### src/rtl/exu_pkg.sv
// Shared encodings for the integer execute unit.
// Assumes op codes fit in 4 bits and relation codes in 3 bits.
package exu_pkg;
    typedef enum logic [3:0] {
        OP_ADD  = 4'd0,
        OP_SUB  = 4'd1,
        OP_AND  = 4'd2,
        OP_OR   = 4'd3,
        OP_XOR  = 4'd4,
        OP_SLL  = 4'd5,
        OP_SRL  = 4'd6,
        OP_ADDI = 4'd7,
        OP_SETI = 4'd8,
        OP_EA   = 4'd9
    } op_e;

    typedef enum logic [2:0] {
        REL_LT = 3'd0,
        REL_EQ = 3'd1,
        REL_GT = 3'd2,
        REL_LE = 3'd3,
        REL_GE = 3'd4,
        REL_NE = 3'd5
    } rel_e;
endpackage

### src/rtl/exu_addsub.sv
// Modular adder/subtractor with signed overflow and true-sign flags.
// Assumes operands are already width-matched; subtract is a + ~b + 1.
module exu_addsub #(
    parameter int W = 32
) (
    input  logic [W-1:0] a,
    input  logic [W-1:0] b,
    input  logic         sub,
    output logic [W-1:0] sum,
    output logic         ovf,
    output logic         neg
);
    logic [W-1:0] b_eff;

    // Invert the second operand for subtraction, carry-in supplies the +1.
    always_comb begin
        b_eff = sub ? ~b : b;
        sum   = a + b_eff + {{(W-1){1'b0}}, sub};
        ovf   = (a[W-1] == b_eff[W-1]) && (sum[W-1] != a[W-1]);
        neg   = sum[W-1] ^ ovf;
    end
endmodule

### src/rtl/exu_logic.sv
// Bitwise logic and single-position logical shifts.
// Assumes shifts always move by one and fill with zero; b is unused for shifts.
module exu_logic
    import exu_pkg::*;
#(
    parameter int W = 32
) (
    input  logic [W-1:0] a,
    input  logic [W-1:0] b,
    input  op_e          op,
    output logic [W-1:0] res
);
    // Pick the logic or shift result; any other code gives zero.
    always_comb begin
        case (op)
            OP_AND:  res = a & b;
            OP_OR:   res = a | b;
            OP_XOR:  res = a ^ b;
            OP_SLL:  res = {a[W-2:0], 1'b0};
            OP_SRL:  res = {1'b0, a[W-1:1]};
            default: res = '0;
        endcase
    end
endmodule

### src/rtl/exu_compare.sv
// Relation decoder for set-on-relation, driven by the subtractor.
// Assumes lt is the overflow-corrected sign of (a - imm) and diff is the wrapped difference.
module exu_compare
    import exu_pkg::*;
#(
    parameter int W = 32
) (
    input  logic [2:0]   rel,
    input  logic [W-1:0] diff,
    input  logic         lt,
    output logic         hit
);
    logic eq;

    // Decode the selected relation from less-than and equality.
    always_comb begin
        eq = (diff == '0);
        case (rel_e'(rel))
            REL_LT:  hit = lt;
            REL_EQ:  hit = eq;
            REL_GT:  hit = !lt && !eq;
            REL_LE:  hit = lt || eq;
            REL_GE:  hit = !lt;
            REL_NE:  hit = !eq;
            default: hit = 1'b0;
        endcase
    end
endmodule

### src/rtl/int_exec_unit.sv
// Integer execute unit: add/sub, logic, one-bit shifts, effective address
// and set-on-relation against a sign-extended immediate.
// Assumes W > IMM_W. With REGISTERED set, outputs load on in_valid and reset
// synchronously to zero; otherwise they follow the inputs combinationally.
module int_exec_unit
    import exu_pkg::*;
#(
    parameter int W          = 32,
    parameter int IMM_W      = 16,
    parameter bit REGISTERED = 1'b1
) (
    input  logic             clk,
    input  logic             rst_n,
    input  logic             in_valid,
    input  logic [3:0]       op,
    input  logic [2:0]       rel,
    input  logic [W-1:0]     opa,
    input  logic [W-1:0]     opb,
    input  logic [IMM_W-1:0] imm,
    output logic [W-1:0]     result,
    output logic             ovf,
    output logic             neg
);
    localparam int EXT_W = W - IMM_W;

    op_e          op_s;
    logic [W-1:0] imm_ext;
    logic         use_imm;
    logic         do_sub;
    logic [W-1:0] add_b;
    logic [W-1:0] sum;
    logic         add_ovf;
    logic         add_neg;
    logic [W-1:0] lg_res;
    logic         set_hit;
    logic [W-1:0] nxt_res;
    logic         nxt_ovf;
    logic         nxt_neg;

    // Decode operand source and adder direction.
    always_comb begin
        op_s    = op_e'(op);
        imm_ext = {{EXT_W{imm[IMM_W-1]}}, imm};
        use_imm = (op_s == OP_ADDI) || (op_s == OP_SETI) || (op_s == OP_EA);
        do_sub  = (op_s == OP_SUB) || (op_s == OP_SETI);
        add_b   = use_imm ? imm_ext : opb;
    end

    exu_addsub #(.W(W)) u_addsub (
        .a   (opa),
        .b   (add_b),
        .sub (do_sub),
        .sum (sum),
        .ovf (add_ovf),
        .neg (add_neg)
    );

    exu_logic #(.W(W)) u_logic (
        .a   (opa),
        .b   (opb),
        .op  (op_s),
        .res (lg_res)
    );

    exu_compare #(.W(W)) u_cmp (
        .rel  (rel),
        .diff (sum),
        .lt   (add_neg),
        .hit  (set_hit)
    );

    // Select the result and flags for the current operation.
    always_comb begin
        nxt_res = '0;
        nxt_ovf = 1'b0;
        nxt_neg = 1'b0;
        case (op_s)
            OP_ADD, OP_SUB, OP_ADDI, OP_EA: begin
                nxt_res = sum;
                nxt_ovf = add_ovf;
                nxt_neg = add_neg;
            end
            OP_AND, OP_OR, OP_XOR, OP_SLL, OP_SRL: nxt_res = lg_res;
            OP_SETI: nxt_res = {{(W-1){1'b0}}, set_hit};
            default: nxt_res = '0;
        endcase
    end

    generate
        if (REGISTERED) begin : g_reg
            // Output register: synchronous active-low reset, load on valid.
            always_ff @(posedge clk) begin
                if (!rst_n) begin
                    result <= '0;
                    ovf    <= 1'b0;
                    neg    <= 1'b0;
                end else if (in_valid) begin
                    result <= nxt_res;
                    ovf    <= nxt_ovf;
                    neg    <= nxt_neg;
                end
            end
        end else begin : g_comb
            assign result = nxt_res;
            assign ovf    = nxt_ovf;
            assign neg    = nxt_neg;
        end
    endgenerate
endmodule


### config.mk
export PLATFORM = sky130hd
export DESIGN_NAME = int_exec_unit
export DESIGN_NICKNAME = d
export VERILOG_FILES = /design/src/rtl/exu_pkg.sv /design/src/rtl/exu_addsub.sv /design/src/rtl/exu_logic.sv /design/src/rtl/exu_compare.sv /design/src/rtl/int_exec_unit.sv
export SDC_FILE = /design/constraint.sdc
export NUM_CORES = 1
export LEC_CHECK = 0
export BUFFER_PORTS_ARGS = -buffer_cell sky130_fd_sc_hd__buf_2
export CORE_MARGIN = 5
export CORE_UTILIZATION = 57
export DETAILED_ROUTE_END_ITERATION = 8
export GPL_ROUTABILITY_DRIVEN = 0
export GPL_TIMING_DRIVEN = 1
export PLACE_DENSITY = 0.88
export SYNTH_ARGS = -nofsm -noshare
export SYNTH_HDL_FRONTEND = slang
export SYNTH_SLANG_ARGS = --single-unit
### constraint.sdc
create_clock -name clk -period 7.08 [get_ports clk]
set_clock_uncertainty 0.15 [all_clocks]
set_input_delay 0.708 -clock clk [delete_from_list [all_inputs] [get_ports clk]]
set_output_delay 0.708 -clock clk [all_outputs]
set_load 0.02 [all_outputs]
==> flow_summary.toml <==
[worst_setup_path]
data_arrival_critical_path_ns = 6.72
timing.critical_path.required_ns = 7.12
critical_path.startpoint = "op[2]"
reg2regPathDepth = 6
kind_of_end_point_of_the_critical_path = "flip-flop"
timing.critical_path.slowest_cell_delay_ns = 0.50
cp_slowest_cell = "or4_1"
reg2reg_slack_ns = 5.61
critical_path_peak_fanout = 17
worst_r2r_startpoint = "result[0]$_SDFFE_PN0P_"
reg2reg_to = "result[0]$_SDFFE_PN0P_"
worstSetupPathType = "in -> reg"
critical_path_start_type = "input port"
endpoint = "result[0]$_SDFFE_PN0P_"
crit_top_cell = "a21oi_1"

[yosys]
post-synth-top-area-cell = "ha_1"
yosys_top_cell_area_share_pct = 20.3
synthesis.nets = 985
synth_compound_gate_area_share_pct = 33.3
synth_area_mm2 = 0.00592
synth-edff-count = 0
synthCells = 797
muxShareOfSynthArea_pct = 2.56
synthesized_area_fraction_occupied_by_adder_cells_pct = 21.0
synth-simple-area-share_pct = 14.0
synthFlopType = "dfxtp_1"
synth_cell_types = 67
postSynthRegisterBits = 34
synth_seq_area_share_pct = 11.5
ys_warn_count = 0
dominant_combinational_cell_family_by_area_after_synthesis = "compound AO/OA/AOI/OAI gates"
netlist_top_cells_area = "ha_1 (20%), dfxtp_1 (12%), xor2_1 (6.2%)"
ys_async_sr_fraction_pct = 0
synth_xor_area_share_pct = 8.73
post_syn_area_per_cell_um2 = 7.43

[detailed_routing]
routed_via_density = 6.37
postRouteWirelength_um = 18700
via_count = 6578
drtIter0Drc = 719
first_pass_iters = 6
post-route-drc-count = 0
post_drt_wl_per_cell_um = 18.1
postRouteAntennaNets = 0

[floorplan]
die_w_um = 112
die_height_um = 112
design.core.area_mm2 = 0.0102
num_rows = 37
design.die.area_mm2 = 0.0125
floorplan.initialDensity_pct = 57.8
io_pins = 124

[timing]
finalCritPeriodShare_pct = 94.3
fin_crit_ns = 6.68
fin_setup_tns_ns = 0
clock.fmax_mhz = 150
setup_viol = 0
maxSlewHeadroom_pct = 40.9
hold_violations = 0
grt_setup_unrepaired = "no"
final_max_slew_viol_count = 0
slew_at_the_pin_closest_to_its_max_slew_limit_ns = 0.887

[layout]
num_antenna_cells = 0
final_area_mm2 = 0.00680
final_cells = 1032
layout-drive-gt1-share_pct = 17.7
nets = 1083
layout-area-overhead-vs-synth_pct = 14.9

[clock_tree]
cts.root.buffer_cell = "clkbuf_8"
clock-sinks = 34
cts.clk_slew.worst_paths_ns = 0.09
post_cts_buffers = 0
post_cts_sizing = 0
deepest_clock_path_buffer_count = 2
ctsHtreeMaxLevel = 2
ctsHoldBuffers = 0
clock_latency_reported_for_the_late_side_of_the_worst_skew_pair_ns = 0.30
cts_tree = "yes"
numCtsBuffers = 5

[grt]
grt_pass1_vias = 6198
grt.total_usage_pct = 28.4
grt_first_pass_wirelength_um = 30200
overflow = 0
antenna_violations_before_repair = 0
grt_max_degree = 49

[placed_design]
dpl-instance-area_mm2 = 0.00666
placement.io_buffers = 123
placed_instances = 1024
place_hpwl_um = 13800

[run]
drv.max_cap_violation_count = 0

[power]
power_density_mw_per_mm2 = 156
largest_voltage_drop_on_the_vdd_net_v = 0.0000956
cellLeakagePower_nw = 3.28

[min_path]
hold_class = "reg -> reg"
min-delay-start = "result[31]$_SDFFE_PN0P_"

[status]
run_status = "complete, no violations"
power by group:
part | internal (mW) | switching, mW
combinational | 0.235 | 0.370
clock | 0.142 | 0.101
sequential | 0.204 | 0.00625
total | 0.580 | 0.478
synth_stat cells, types with 3 or more instances:
master,instances
clkbuf_1,39
mux2i_1,14
inv_1,93
and2_1,24
o31ai_1,3
nand2_1,38
nor3_1,9
a31oi_1,8
a21oi_1,72
o22ai_1,20
a221o_1,16
a221oi_1,17
xor2_1,42
a2111oi_0,4
xnor2_1,17
nand2b_1,8
nor2_1,30
dfxtp_1,34
a22oi_1,29
or3_1,4
nor2b_1,10
o21a_1,15
a21o_1,17
o21ai_0,58
o21bai_1,4
o2111ai_1,5
nor3b_1,3
buf_1,3
ha_1,96
nand3_1,11
nand4_1,8
area by class of cell:
type | count | area, um^2
fill | 894 | 3430
sequential | 34 | 681
inverter | 93 | 349
tap | 136 | 170
multi-input combinational | 625 | 4750
clock inverter | 3 | 68.8
timing repair buffer | 136 | 713
clock buffer | 5 | 68.8
critical path: cells and delay by family:
| family | cells | cell delay [ns] |
|---|---|---|
| AOI/OAI and AO/OA | 11 | 2.28 |
| adders and majority gates | 2 | 0.60 |
| and+or+nand+nor | 9 | 2.22 |
| muxes | 1 | 0.35 |
| buffers and inverters | 2 | 0.41 |
| xor gates and xnor gates | 1 | 0.15 |
state kept, by name (all words and copies together) (netlist names):
name and count:
neg 1, result 32, ovf 1
cells by family after synthesis:
family / Yosys count
AO/OA/AOI/OAI: 295
AND/OR/NAND/NOR: 158
buffers and inverters: 138
adder cells (fa/ha/maj): 98
XOR/XNOR: 59
flip-flops: 34
multiplexers: 15
worst min-delay path by stage:
| stage | endpoint | slack (ns) | depth (start not counted) |
|---|---|---|---|
| after floorplan | neg$_SDFFE_PN0P_ | 0.40 | 2 |
| after global placement | result[31]$_SDFFE_PN0P_ | 0.31 | 1 |
| after detailed placement | result[31]$_SDFFE_PN0P_ | 0.32 | 1 |
| after CTS | result[31]$_SDFFE_PN0P_ | 0.34 | 1 |
| after global routing | result[31]$_SDFFE_PN0P_ | 0.39 | 1 |
| final | result[31]$_SDFFE_PN0P_ | 0.34 | 1 |
routing by layer:
metal  global-route usage (%)  share of wire, %
met1                     38.5                43
met2                     46.4                45
met3                     4.24               9.4
met4                     9.16               2.5
met5                        0                 0
through the flow:
stage	setup WS (ns)	util (%)	hold slack, ns	total power [mW]
floorplan	0.537	-	0.402	0.627
global placement	0.479	65.1	0.313	0.784
detailed placement	0.257	65.1	0.322	0.795
CTS	0.528	66.5	0.344	1.04
global route	0.00594	66.5	0.386	1.11
finish	0.403	66.5	0.340	1.06
placed cells by master, fill, tap and decap left out, drive strengths merged, types with 5 or more instances in the layout:
master and n:
a21o 17, a21oi 72, a221o 16, a221oi 17, a22oi 29, a31oi 8
and2 24, buf 136, clkbuf 5, dfxtp 34, ha 96, inv 93
mux2i 14, nand2 38, nand2b 8, nand3 11, nand4 8, nor2 30
nor2b 10, nor3 9, o2111ai 5, o21a 15, o21ai 62, o22ai 20
xnor2 17, xor2 42
Power figures use the tool's default switching activity.
